[config.mk]
export PLATFORM = sky130hd
export DESIGN_NAME = wdt_early_warn
export DESIGN_NICKNAME = d
export VERILOG_FILES = /design/src/rtl/wdt_ew_pkg.sv /design/src/rtl/wdt_ew_datapath.sv /design/src/rtl/wdt_ew_control.sv /design/src/rtl/wdt_early_warn.sv
export SDC_FILE = /design/constraint.sdc
export NUM_CORES = 1
export LEC_CHECK = 0
export ABC_AREA = 1
export BUFFER_PORTS_ARGS = -buffer_cell sky130_fd_sc_hd__clkbuf_2
export CAP_MARGIN = 20
export CORE_AREA = 2 2 60 62
export CTS_CLUSTER_SIZE = 10
export DETAILED_ROUTE_END_ITERATION = 10
export DIE_AREA = 0 0 62 64
export MAX_ROUTING_LAYER = met4
export PLACE_DENSITY = 0.76
export SYNTH_ARGS = -nofsm -noshare
export SYNTH_HDL_FRONTEND = slang
export SYNTH_SLANG_ARGS = --single-unit
[constraint.sdc]
create_clock -name clk -period 3.4 [get_ports clk]
set_clock_uncertainty 0.05 [all_clocks]
set_input_delay 0.17 -clock clk [delete_from_list [all_inputs] [get_ports clk]]
set_output_delay 0.17 -clock clk [all_outputs]
set_load 0.01 [all_outputs]
[src/rtl/wdt_ew_pkg.sv]
package wdt_ew_pkg;

  typedef enum logic [1:0] {
    MODE_IRQ     = 2'd0,
    MODE_RST     = 2'd1,
    MODE_TWO     = 2'd2,
    MODE_TWO_ALT = 2'd3
  } wdtMode_e;

  // strobes from control to datapath
  typedef struct packed {
    logic restart;
    logic hold;
  } dpStrobe_t;

  localparam int ODD_W = 4;

  function automatic logic [ODD_W-1:0] oddFactor(input logic [2:0] sel);
    case (sel)
      3'd1:    oddFactor = 4'd3;
      3'd2:    oddFactor = 4'd5;
      3'd3:    oddFactor = 4'd7;
      3'd4:    oddFactor = 4'd11;
      3'd5:    oddFactor = 4'd13;
      default: oddFactor = 4'd1;
    endcase
  endfunction

endpackage

[src/rtl/wdt_ew_datapath.sv]
module wdt_ew_datapath
  import wdt_ew_pkg::*;
#(
  parameter int PSEL_W   = 4,
  parameter int PSEL_MAX = 9
) (
  input  logic              clk,
  input  logic              rstN,
  input  logic              tick,
  input  dpStrobe_t         strobe,
  input  logic [2:0]        oddSel,
  input  logic [PSEL_W-1:0] preSel,
  output logic              expire
);

  localparam int CNT_W = PSEL_MAX + 1;

  logic [ODD_W-1:0]  oddCnt;
  logic [CNT_W-1:0]  preCnt;
  logic [PSEL_W-1:0] selClamp;
  logic [CNT_W:0]    preLimit;
  logic [CNT_W-1:0]  preLast;
  logic [ODD_W-1:0]  oddLastVal;
  logic              oddLast;
  logic              preHit;
  logic              advance;

  always_comb begin
    selClamp   = (preSel > PSEL_W'(PSEL_MAX)) ? PSEL_W'(PSEL_MAX) : preSel;
    preLimit   = (CNT_W+1)'(2) << selClamp;
    preLast    = CNT_W'(preLimit - 1'b1);
    oddLastVal = oddFactor(oddSel) - 1'b1;
    oddLast    = (oddCnt >= oddLastVal);
    preHit     = (preCnt >= preLast);
    advance    = tick && !strobe.restart && !strobe.hold;
    expire     = advance && oddLast && preHit;
  end

  always_ff @(posedge clk or negedge rstN) begin
    if (!rstN) begin
      oddCnt <= '0;
      preCnt <= '0;
    end else if (strobe.restart || strobe.hold) begin
      oddCnt <= '0;
      preCnt <= '0;
    end else if (tick) begin
      if (oddLast) begin
        oddCnt <= '0;
        preCnt <= preHit ? '0 : preCnt + 1'b1;
      end else begin
        oddCnt <= oddCnt + 1'b1;
      end
    end
  end

endmodule

[src/rtl/wdt_ew_control.sv]
module wdt_ew_control
  import wdt_ew_pkg::*;
#(
  parameter int PSEL_W = 4
) (
  input  logic              clk,
  input  logic              rstN,
  input  logic              cfgWr,
  input  logic              cfgEnable,
  input  logic [1:0]        cfgMode,
  input  logic [PSEL_W-1:0] cfgPreSel,
  input  logic [2:0]        cfgOddSel,
  input  logic              cfgEarlyEn,
  input  logic              kick,
  input  logic              intAck,
  input  logic              expire,
  output dpStrobe_t         strobe,
  output logic [2:0]        oddSel,
  output logic [PSEL_W-1:0] preSel,
  output wdtMode_e          modeQ,
  output logic              sysReset,
  output logic              intFlag,
  output logic              earlyFlag
);

  logic enableQ;
  logic earlyEnQ;
  logic intKeep, earlyKeep;
  logic rstNext, intNext, earlyNext;

  always_ff @(posedge clk or negedge rstN) begin
    if (!rstN) begin
      enableQ  <= 1'b0;
      earlyEnQ <= 1'b0;
      modeQ    <= MODE_IRQ;
      preSel   <= '0;
      oddSel   <= '0;
    end else if (cfgWr) begin
      enableQ  <= cfgEnable;
      earlyEnQ <= cfgEarlyEn;
      modeQ    <= wdtMode_e'(cfgMode);
      preSel   <= cfgPreSel;
      oddSel   <= cfgOddSel;
    end
  end

  always_comb begin
    strobe.restart = kick;
    strobe.hold    = !enableQ;
  end

  always_comb begin
    intKeep   = intFlag & ~intAck;
    earlyKeep = earlyFlag & ~intAck;
    rstNext   = 1'b0;
    intNext   = intKeep;
    earlyNext = earlyKeep;
    if (expire) begin
      case (modeQ)
        MODE_IRQ: begin
          intNext = 1'b1;
          if (!intKeep) earlyNext = earlyEnQ;
        end
        MODE_RST: begin
          rstNext   = 1'b1;
          intNext   = 1'b0;
          earlyNext = 1'b0;
        end
        default: begin
          if (intKeep) begin
            rstNext   = 1'b1;
            intNext   = 1'b0;
            earlyNext = 1'b0;
          end else begin
            intNext   = 1'b1;
            earlyNext = earlyEnQ;
          end
        end
      endcase
    end
  end

  always_ff @(posedge clk or negedge rstN) begin
    if (!rstN) begin
      sysReset  <= 1'b0;
      intFlag   <= 1'b0;
      earlyFlag <= 1'b0;
    end else begin
      sysReset  <= rstNext;
      intFlag   <= intNext;
      earlyFlag <= earlyNext;
    end
  end

endmodule

[src/rtl/wdt_early_warn.sv]
module wdt_early_warn
  import wdt_ew_pkg::*;
#(
  parameter int PSEL_W   = 4,
  parameter int PSEL_MAX = 9
) (
  input  logic              clk,
  input  logic              rstN,
  input  logic              tick,
  input  logic              kick,
  input  logic              cfgWr,
  input  logic              cfgEnable,
  input  logic [1:0]        cfgMode,
  input  logic [PSEL_W-1:0] cfgPreSel,
  input  logic [2:0]        cfgOddSel,
  input  logic              cfgEarlyEn,
  input  logic              intAck,
  output logic              sysReset,
  output logic              intFlag,
  output logic              earlyFlag
);

  dpStrobe_t         strobe;
  logic [2:0]        oddSel;
  logic [PSEL_W-1:0] preSel;
  wdtMode_e          modeQ;
  logic              expire;

  wdt_ew_control #(.PSEL_W(PSEL_W)) u_ctl (
    .clk(clk), .rstN(rstN), .cfgWr(cfgWr), .cfgEnable(cfgEnable),
    .cfgMode(cfgMode), .cfgPreSel(cfgPreSel), .cfgOddSel(cfgOddSel),
    .cfgEarlyEn(cfgEarlyEn), .kick(kick), .intAck(intAck), .expire(expire),
    .strobe(strobe), .oddSel(oddSel), .preSel(preSel), .modeQ(modeQ),
    .sysReset(sysReset), .intFlag(intFlag), .earlyFlag(earlyFlag)
  );

  wdt_ew_datapath #(.PSEL_W(PSEL_W), .PSEL_MAX(PSEL_MAX)) u_dp (
    .clk(clk), .rstN(rstN), .tick(tick), .strobe(strobe),
    .oddSel(oddSel), .preSel(preSel), .expire(expire)
  );

endmodule

==> impl_metrics.env, run 1 <==
export IMPL_synth_area_sq_mm=0.00182
export IMPL_period_minus_slack_ps=2740
export IMPL_finalCritPeriodShare_pct=80.6
export IMPL_grt_usage_pct=18.6
export IMPL_dieArea_sq_mm=0.00397
export IMPL_max_slew_margin_rel_pct=53.6
export IMPL_fin_tns_setup_ps=0
export IMPL_worstSetupPathType="reg2reg"
export IMPL_routed_via_density=4.70
export IMPL_totalPowerFinal_mw=0.703
export IMPL_fmaxAchievable_ghz=0.365
export IMPL_layout_cells_non_filler=316
export IMPL_hp_start="intAck"
export IMPL_cts_path_max_buffers=2
export IMPL_path_clk_slew_ps=150
export IMPL_dp_hpwl_um=2450
export IMPL_required_ps=3620
export IMPL_reg2reg_from="u_ctl.preSel[3]"
export IMPL_gp_congestion=0.893
export IMPL_io_pins=20
export IMPL_syn2layout_area_growth_pct=16.4
export IMPL_r2r_end="u_dp.preCnt[5]"
export IMPL_critPathLaunchType="register"
export IMPL_reg2reg_depth=16
export IMPL_finalSetupViolations=0
export IMPL_yosysSeqAreaShare_pct=38.5
export IMPL_endpoint="u_dp.preCnt[5]"
export IMPL_drtPass1Iterations=5
export IMPL_crit_path_end_kind="register"
export IMPL_grt_max_degree=29
export IMPL_path_max_fanout=9
export IMPL_hold_class="in2reg"
export IMPL_worstMarginPinSlew_ps=696
export IMPL_wl_per_cell_um=10.4
export IMPL_die_h_um=64
export IMPL_rsz0062_at_grt="no"
export IMPL_synth_cells=239
export IMPL_diodes=0
export IMPL_powerDensity_mw_per_mm2=332
export IMPL_arrival_ps=2960
export IMPL_synthArstFlopShare_pct=100
export IMPL_synth_edf_count=0
export IMPL_use_met2_pct=31.5
export IMPL_grt_pass1_vias=1365
export IMPL_synth_largest_area_cell="dfrtp_1"
export IMPL_cellLeakagePower_nw=1.16
export IMPL_ys_ff_latch=28
export IMPL_worstSetupStartpoint="u_ctl.preSel[3]"
export IMPL_layout_nets=303
export IMPL_hold_depth=4
export IMPL_syn_avg_cell_area_sq_um=7.61
export IMPL_drc=0
export IMPL_maxCapViolCount=0
export IMPL_grt_pass1_wl_um=5470
export IMPL_status="finished, final reports clean"
export IMPL_ant_nets=0
export IMPL_clk_latency_ps=320
export IMPL_cts_made_buffers=3
export IMPL_cts_tree="done"
export IMPL_grt_use_met3_pct=3.04
export IMPL_postRouteWirelength_um=3290
export IMPL_post_cts_buffers=0
export IMPL_drt_iter0_drc=41
export IMPL_drv_slew=0
export IMPL_hold_ws_ps=51.0
export IMPL_synth_fp_nets=271
export IMPL_ys_types=26
export IMPL_rrSetupSlack_ps=660
export IMPL_portBuffers=19
export IMPL_placementRows=21
export IMPL_drive_gt1_share_pct=16.7
export IMPL_clock_sinks=28
export IMPL_dp_cells=300
export IMPL_dieWidth_um=62
export IMPL_hold_violations=0
export IMPL_root_buffer="clkbuf_4"
export IMPL_grt_busiest_layer="met2"
export IMPL_core_sq_mm=0.00328
export IMPL_antenna_found_initial=0
export IMPL_use_met1_pct=22.3
export IMPL_synthTopCellsByArea="dfrtp_1 39%, nand2_1 16%, ha_1 10%, inv_1 5.0%, xor2_1 3.9%"
export IMPL_h_tree_depth=1
export IMPL_ys_warn_count=0
export IMPL_yosys_area_top_type_share_pct=38.5
export IMPL_vdd_drop_max_mv=0.231
export IMPL_grt_overflow=0
export IMPL_vias=1484
export IMPL_start_util_pct=55.4
export IMPL_synth_flop_cell="dfrtp_1"
registers in the layout, indices dropped and copies added, names as in the netlist:
name / cells
u_ctl.preSel: 4
u_dp.preCnt: 10
u_ctl.earlyEnQ: 1
u_ctl.enableQ: 1
u_ctl.modeQ: 2
u_ctl.oddSel: 3
u_ctl.intFlag: 1
u_dp.oddCnt: 4
u_ctl.earlyFlag: 1
u_ctl.sysReset: 1
per-layer routing:
metal | vias to the layer above | part of all wire [%]
li1 | 808 | -
met1 | 658 | 48
met2 | 16 | 49
met3 | 2 | 2.2
met4 | 0 | 0.70
met5 | - | 0
Yosys cell counts, drive strengths merged (2+ instances only):
library cell / count
a21oi: 4
xor2: 8
nand4: 3
mux2: 3
nand2: 78
o21ai: 13
o21bai: 2
nor2: 24
dfrtp: 28
inv: 36
ha: 15
nor3: 2
xnor2: 3
buf: 4
nand3: 13
stage by stage:
step	utilization [%]	setup slack [ps]	cell area, sq um
6_report	64.5	660	2120
4_1_cts	64.2	624	2110
2_1_floorplan	-	980	1820
3_5_place_dp	59.2	675	1950
3_3_place_gp	59.2	784	1950
5_1_grt	64.5	386	2120
critical path, cell delays in order (launching register included):
cell,delay (ps)
dfrtp_1,450
nor2_1,230
inv_1,70
nor3_1,210
inv_1,70
ha_1,210
nand2_1,110
a21oi_1,60
xor2_1,150
ha_1,290
nand2_1,60
a21oi_1,50
nor2_1,150
nand3_2,160
nor2_4,210
nand2_1,90
nand2_1,70
final cells by class:
| type | count | area [sq um] |
|---|---|---|
| Clock inverter | 1 | 30.0 |
| Sequential cell | 28 | 701 |
| Multi-Input combinational cell | 171 | 957 |
| Tap cell | 46 | 57.6 |
| Clock buffer | 3 | 22.5 |
| Timing Repair Buffer | 31 | 215 |
| Inverter | 36 | 135 |
| Fill cell | 291 | 1170 |
layout by cell type (no fill, tap or decap):
cell type | synthesis | layout
nor2_2 | 4 | 4
mux2i_1 | 1 | 1
a21oi_1 | 4 | 4
o21ai_0 | 2 | 2
nor3_1 | 2 | 2
bufinv_16 | 0 | 1
xnor2_1 | 3 | 3
o31ai_1 | 1 | 1
o21ai_1 | 10 | 10
clkbuf_4 | 0 | 3
o21bai_1 | 2 | 2
nand3_2 | 1 | 1
nor2_4 | 2 | 2
nand4_1 | 3 | 3
dfrtp_1 | 28 | 28
dlygate4sd3_1 | 0 | 12
nand2_1 | 76 | 76
o22ai_1 | 1 | 1
inv_1 | 24 | 24
nand2_2 | 2 | 2
o21ai_2 | 1 | 1
mux2_1 | 3 | 3
clkbuf_2 | 0 | 19
inv_2 | 12 | 12
nor2_1 | 18 | 18
nand3_1 | 12 | 12
xor2_1 | 8 | 8
ha_1 | 15 | 15
cell families (layout without fill, tap and decap cells):
group           Yosys count  in the layout  share of synthesized area [%]
compound gates           21             21                           6.47
xor+xnor                 11             11                           5.30
fa+ha+maj                15             15                           10.3
buf+inv                  40             71                           8.87
flops                    28             28                           38.5
mux                       4              4                           2.41
simple gates            120            120                           28.1
where the power goes:
part | switching [mW] | total (mW) | internal, mW | leakage [nW]
Sequential | 0.0138 | 0.360 | 0.347 | 0.369
Combinational | 0.0737 | 0.128 | 0.0543 | 0.763
Clock | 0.0952 | 0.214 | 0.119 | 0.0279
Total | 0.183 | 0.703 | 0.520 | 1.16
timing repair:
action                                 CTS  global route
hold buffers                            11             1
setup endpoints to repair                0             0
endpoints found under the hold margin   38             1
resized for setup                        0             0
how the worst min path moves through the flow:
stage and end:
6_report u_ctl.earlyFlag, 5_1_grt u_ctl.earlyFlag, 4_1_cts u_ctl.oddSel[2], 3_5_place_dp u_dp.preCnt[0], 3_3_place_gp u_dp.preCnt[2], 2_1_floorplan u_ctl.earlyEnQ
Note: power is estimated with default switching activity, not from simulation.
==> run 2, diff against run 1 <==
clock period = 2.6 ns   (was 3.4 ns; I/O delays follow)
==> run 2 against run 1 <==
  * Clock power increased by 37%
  * Setup slack lost 550 ps
  * Register-to-register slack lost 550 ps
  * Global-route usage increased by 2.9 points
  * First-iteration DRC count up 37%
  * Critical path depth stayed put
  * Combinational power rose by 60%
  * Final area is 6.7% higher
  * Die area did not move
  * Critical path type unchanged
  * Largest cell class unchanged
==> impl_metrics.env, run 2 (synthesis gave the netlist of run 1 again) <==
export IMPL_clk_latency_ps=330
export IMPL_utilization_pct=68.8
export IMPL_status="finished, final reports clean"
export IMPL_dieArea_sq_mm=0.00397
export IMPL_cellLeakagePower_nw=1.21
export IMPL_grt_pass1_vias=1585
export IMPL_required_ps=2840
export IMPL_dp_hpwl_um=2690
export IMPL_path_clk_slew_ps=160
export IMPL_powerDensity_mw_per_mm2=428
export IMPL_diodes=0
export IMPL_clock_sinks=28
export IMPL_start_util_pct=55.4
export IMPL_grt_usage_pct=21.5
export IMPL_wl_per_cell_um=11.6
export IMPL_hold_violations=0
export IMPL_worstSetupPathType="reg2reg"
export IMPL_drtPass1Iterations=5
export IMPL_grt_overflow=0
export IMPL_syn2layout_area_growth_pct=24.2
export IMPL_placementRows=21
export IMPL_fin_tns_setup_ps=0
export IMPL_worstMarginPinSlew_ps=711
export IMPL_postRouteWirelength_um=3790
export IMPL_drv_slew=0
export IMPL_fmaxAchievable_ghz=0.402
export IMPL_drive_gt1_share_pct=23.6
export IMPL_gp_congestion=0.830
export IMPL_grt_max_degree=29
export IMPL_top_register="u_dp.preCnt"
export IMPL_antenna_found_initial=0
export IMPL_vias=1594
export IMPL_path_max_fanout=5
export IMPL_hold_ws_ps=100
export IMPL_layout_cells_non_filler=326
export IMPL_io_pins=20
export IMPL_root_buffer="clkbuf_4"
export IMPL_finalCritPeriodShare_pct=95.7
export IMPL_grt_pass1_wl_um=6330
export IMPL_cts_path_max_buffers=2
export IMPL_crit_path_end_kind="register"
export IMPL_maxCapViolCount=0
export IMPL_final_common_cell="nand2_1"
export IMPL_reg_top3="u_dp.preCnt x10, u_ctl.preSel x4, u_dp.oddCnt x4"
export IMPL_vdd_drop_max_mv=0.369
export IMPL_max_slew_margin_rel_pct=52.6
export IMPL_largest_register_ffs=10
export IMPL_period_minus_slack_ps=2490
export IMPL_dieWidth_um=62
export IMPL_arrival_ps=2730
export IMPL_ant_nets=0
export IMPL_finalSetupViolations=0
export IMPL_final_cell_mix="72 x nand2_1, 28 x dfrtp_1, 24 x inv_1"
export IMPL_critPathLaunchType="register"
export IMPL_die_h_um=64
export IMPL_drt_iter0_drc=56
export IMPL_totalPowerFinal_mw=0.966
export IMPL_routed_via_density=4.89
export IMPL_h_tree_depth=1
export IMPL_cts_made_buffers=3
export IMPL_hold_class="in2reg"
export IMPL_nFillCells=262
export IMPL_dp_cells=305
export IMPL_cts_tree="done"
export IMPL_layout_nets=313
export IMPL_core_sq_mm=0.00328
export IMPL_rsz0062_at_grt="yes"
export IMPL_drc=0
export IMPL_portBuffers=19
-- run 2: cell types whose count changed in the layout (fill, tap and decap cells not counted), sizes merged --
| cell | delta |
|---|---|
| dlygate4sd3 | +1 |
| nor2 | +1 |
| buf | +8 |
-- run 2: final cells by class --
cell class	instances	area, sq um	share of cell area, %
timing repair buffer	40	285	12.6
multi-input combinational	172	1030	45.5
tap	46	57.6	2.55
inverter	36	135	5.98
clock inverter	1	30.0	1.33
clock buffer	3	22.5	0.997
sequential	28	701	31.0
-- run 2: stage by stage --
stage / setup slack, ps / area [sq um]
finish: 112 / 2260
detailed placement: 20.6 / 1980
CTS: 29.1 / 2180
global route: -64.4 / 2260
global placement: 139 / 1980
floorplan: 180 / 1820
-- run 2: final timing paths --
check                           startpoint             end  slack, ps  cells past startpoint
min in group asynchronous             rstN  u_dp.preCnt[1]        300                      2
max in group asynchronous             rstN  u_dp.preCnt[7]       1740                      2
setup / recovery           u_ctl.preSel[1]  u_dp.preCnt[8]        110                     16
setup reg to reg           u_ctl.preSel[1]  u_dp.preCnt[8]        110                     16
hold reg to reg             u_ctl.modeQ[0]  u_ctl.modeQ[0]        480                      1
hold / removal                        tick  u_dp.oddCnt[0]        100                      5
-- run 2: repair_timing --
action                     in CTS  in global routing
hold endpoints to repair       40                  0
hold buffers                   13                  0
cloned                          1                  0
resized for setup               2                 14
setup endpoints to repair       9                 12
pin swaps                       1                 13
buffers inserted                0                  3
-- run 2: routing by layer --
metal | GRT usage, % | vias to the layer above | routed length [um]
li1 | - | 829 | -
met1 | 25.5 | 744 | 1670
met2 | 37.0 | 17 | 2020
met3 | 2.02 | 4 | 59
met4 | 7.45 | 0 | 40
met5 | - | - | 0
-- run 2: where the power goes --
group | internal [mW] | switching, mW | total, mW
Clock | 0.156 | 0.137 | 0.293
Sequential | 0.453 | 0.0154 | 0.469
Combinational | 0.0902 | 0.115 | 0.205
-- run 2: worst max-delay path, stage by stage, from the launching register on --
cell	delay, ps
dfrtp_1	420
nor2_2	130
buf_4	110
buf_4	110
nand3_1	120
ha_4	210
nand2_4	70
a21oi_2	40
xor2_1	140
ha_1	310
nand2_1	90
a21oi_2	50
nor2_2	160
nand3_4	130
nor2_4	170
nand2_1	70
nand2_1	60
==> run 3, diff against run 2 <==
CORE_AREA = 2 2 59 61   (was 2 2 60 62)
DIE_AREA = 0 0 61 63   (was 0 0 62 64)
PLACE_DENSITY = 0.78   (was 0.76)
clock period = 3.2 ns   (was 2.6 ns; I/O delays follow)
==> run 3 against run 2 <==
  * Die area decreased by 3.2%
  * Final area fell by 7.0%
  * Wire length shrank 13%
  * Combinational power is 34% lower
  * Clock-buffer cell count rose by 1
  * Highest routed layer unchanged
==> impl_metrics.env, run 3 (synthesis gave the netlist of run 1 again) <==
export IMPL_grt_pass1_vias=1458
export IMPL_finalCritPeriodShare_pct=85.2
export IMPL_grt_overflow=0
export IMPL_placementRows=21
export IMPL_critPathLaunchType="register"
export IMPL_grt_pass1_wl_um=5870
export IMPL_vdd_drop_max_mv=0.230
export IMPL_drive_gt1_share_pct=16.7
export IMPL_cts_path_max_buffers=2
export IMPL_reg2reg_depth=16
export IMPL_rrSetupSlack_ps=470
export IMPL_worstSetupStartpoint="u_ctl.preSel[3]"
export IMPL_h_tree_depth=1
export IMPL_io_pins=20
export IMPL_cts_repair_resized=0
export IMPL_crit_path_end_kind="register"
export IMPL_finalSetupViolations=0
export IMPL_reg_top3="u_dp.preCnt x10, u_ctl.preSel x4, u_dp.oddCnt x4"
export IMPL_start_util_pct=56.3
export IMPL_max_slew_margin_rel_pct=54.5
export IMPL_dp_hpwl_um=2490
export IMPL_drv_slew=0
export IMPL_placed_area_sq_mm=0.00195
export IMPL_wl_per_cell_um=10.4
export IMPL_root_buffer="clkbuf_4"
export IMPL_path_clk_slew_ps=150
export IMPL_ant_nets=0
export IMPL_portBuffers=19
export IMPL_totalPowerFinal_mw=0.693
export IMPL_dp_cells=300
export IMPL_powerDensity_mw_per_mm2=330
export IMPL_maxCapViolCount=0
export IMPL_diodes=0
export IMPL_path_max_fanout=9
export IMPL_routed_via_density=4.87
export IMPL_required_ps=3430
export IMPL_reg2reg_from="u_ctl.preSel[3]"
export IMPL_endpoint="u_dp.preCnt[7]"
export IMPL_post_cts_buffers=0
export IMPL_postRouteWirelength_um=3290
export IMPL_core_sq_mm=0.00323
export IMPL_cts_hold_buf=12
export IMPL_cts_made_buffers=3
export IMPL_grt_usage_pct=20.6
export IMPL_drc=0
export IMPL_period_minus_slack_ps=2730
export IMPL_die_h_um=63
export IMPL_clock_sinks=28
export IMPL_cts_tree="done"
export IMPL_cellLeakagePower_nw=1.15
export IMPL_worstSetupPathType="reg2reg"
export IMPL_hold_depth=4
export IMPL_rsz0062_at_grt="no"
export IMPL_dieWidth_um=61
export IMPL_hold_violations=0
export IMPL_clk_latency_ps=330
export IMPL_final_cell_mix="76 x nand2_1, 28 x dfrtp_1, 24 x inv_1"
export IMPL_utilization_pct=65.0
export IMPL_arrival_ps=2950
export IMPL_gp_congestion=0.751
export IMPL_antenna_found_initial=0
export IMPL_syn2layout_area_growth_pct=15.5
export IMPL_largest_register_ffs=10
export IMPL_final_common_cell="nand2_1"
export IMPL_hold_class="in2reg"
export IMPL_vias=1540
export IMPL_worstMarginPinSlew_ps=683
export IMPL_drt_iter0_drc=62
export IMPL_dieArea_sq_mm=0.00384
export IMPL_fmaxAchievable_ghz=0.367
export IMPL_top_register="u_dp.preCnt"
export IMPL_fin_tns_setup_ps=0
export IMPL_drtPass1Iterations=4
export IMPL_grt_max_degree=29
export IMPL_layout_cells_non_filler=316
export IMPL_status="finished, final reports clean"
export IMPL_layout_nets=303
export IMPL_design_area_sq_mm=0.00210
export IMPL_r2r_end="u_dp.preCnt[7]"
run 3: changes by cell type in the layout (fill, tap and decap cells not counted), moves of 2 or more:
cell     previous run  this run
buf_4               8         0
nand2_1            72        76
nand2_2             5         2
nor2_1             15        18
nor2_2              7         4
a21oi_1             2         4
a21oi_2             2         0
run 3: where the power goes:
part / internal, mW / switching [mW] / leakage [nW]
combinational: 0.0575 / 0.0784 / 0.763
sequential: 0.368 / 0.0148 / 0.369
clock: 0.0697 / 0.104 / 0.0210
total: 0.496 / 0.197 / 1.15
run 3: critical path: stages (launching register included):
cell and delay (ps):
dfrtp_1 450, nor2_1 230, inv_1 60, nor3_1 210
inv_1 80, ha_1 200, nand2_1 100, a21oi_1 60
xor2_1 160, ha_1 290, nand2_1 60, a21oi_1 50
nor2_1 150, nand3_2 150, nor2_4 220, nand2_1 80
nand2_1 60
run 3: cell type report:
| type | count | area (sq um) |
|---|---|---|
| well taps | 46 | 57.6 |
| fillers | 289 | 1130 |
| repair buffers | 31 | 215 |
| multi-input cells | 171 | 957 |
| inverters | 36 | 135 |
| flip-flops and latches | 28 | 701 |
| clock buffers | 4 | 36.3 |
run 3: worst min path at each step:
stage	startpoint	end	slack [ps]
floorplan	rstN	u_ctl.earlyEnQ	-190
global placement	rstN	u_dp.oddCnt[2]	190
detailed placement	rstN	u_dp.oddCnt[1]	190
CTS	intAck	u_ctl.earlyFlag	20
global route	intAck	u_ctl.earlyFlag	30
finish	intAck	u_ctl.earlyFlag	30
run 3: routing by layer:
| layer | share of wire (%) | track usage, % | up-vias |
|---|---|---|---|
| met3 | 1.2 | 1.86 | 7 |
| met2 | 51 | 34.4 | 15 |
| li1 | - | - | 811 |
| met4 | 2.2 | 9.24 | 0 |
| met1 | 45 | 24.6 | 707 |
| met5 | 0 | - | - |
run 3: stage by stage:
step / hold slack [ps] / setup slack, ps
2_1_floorplan: -186 / 780
3_3_place_gp: 192 / 598
3_5_place_dp: 189 / 504
4_1_cts: 24.3 / 457
5_1_grt: 25.6 / 194
6_report: 30.4 / 473
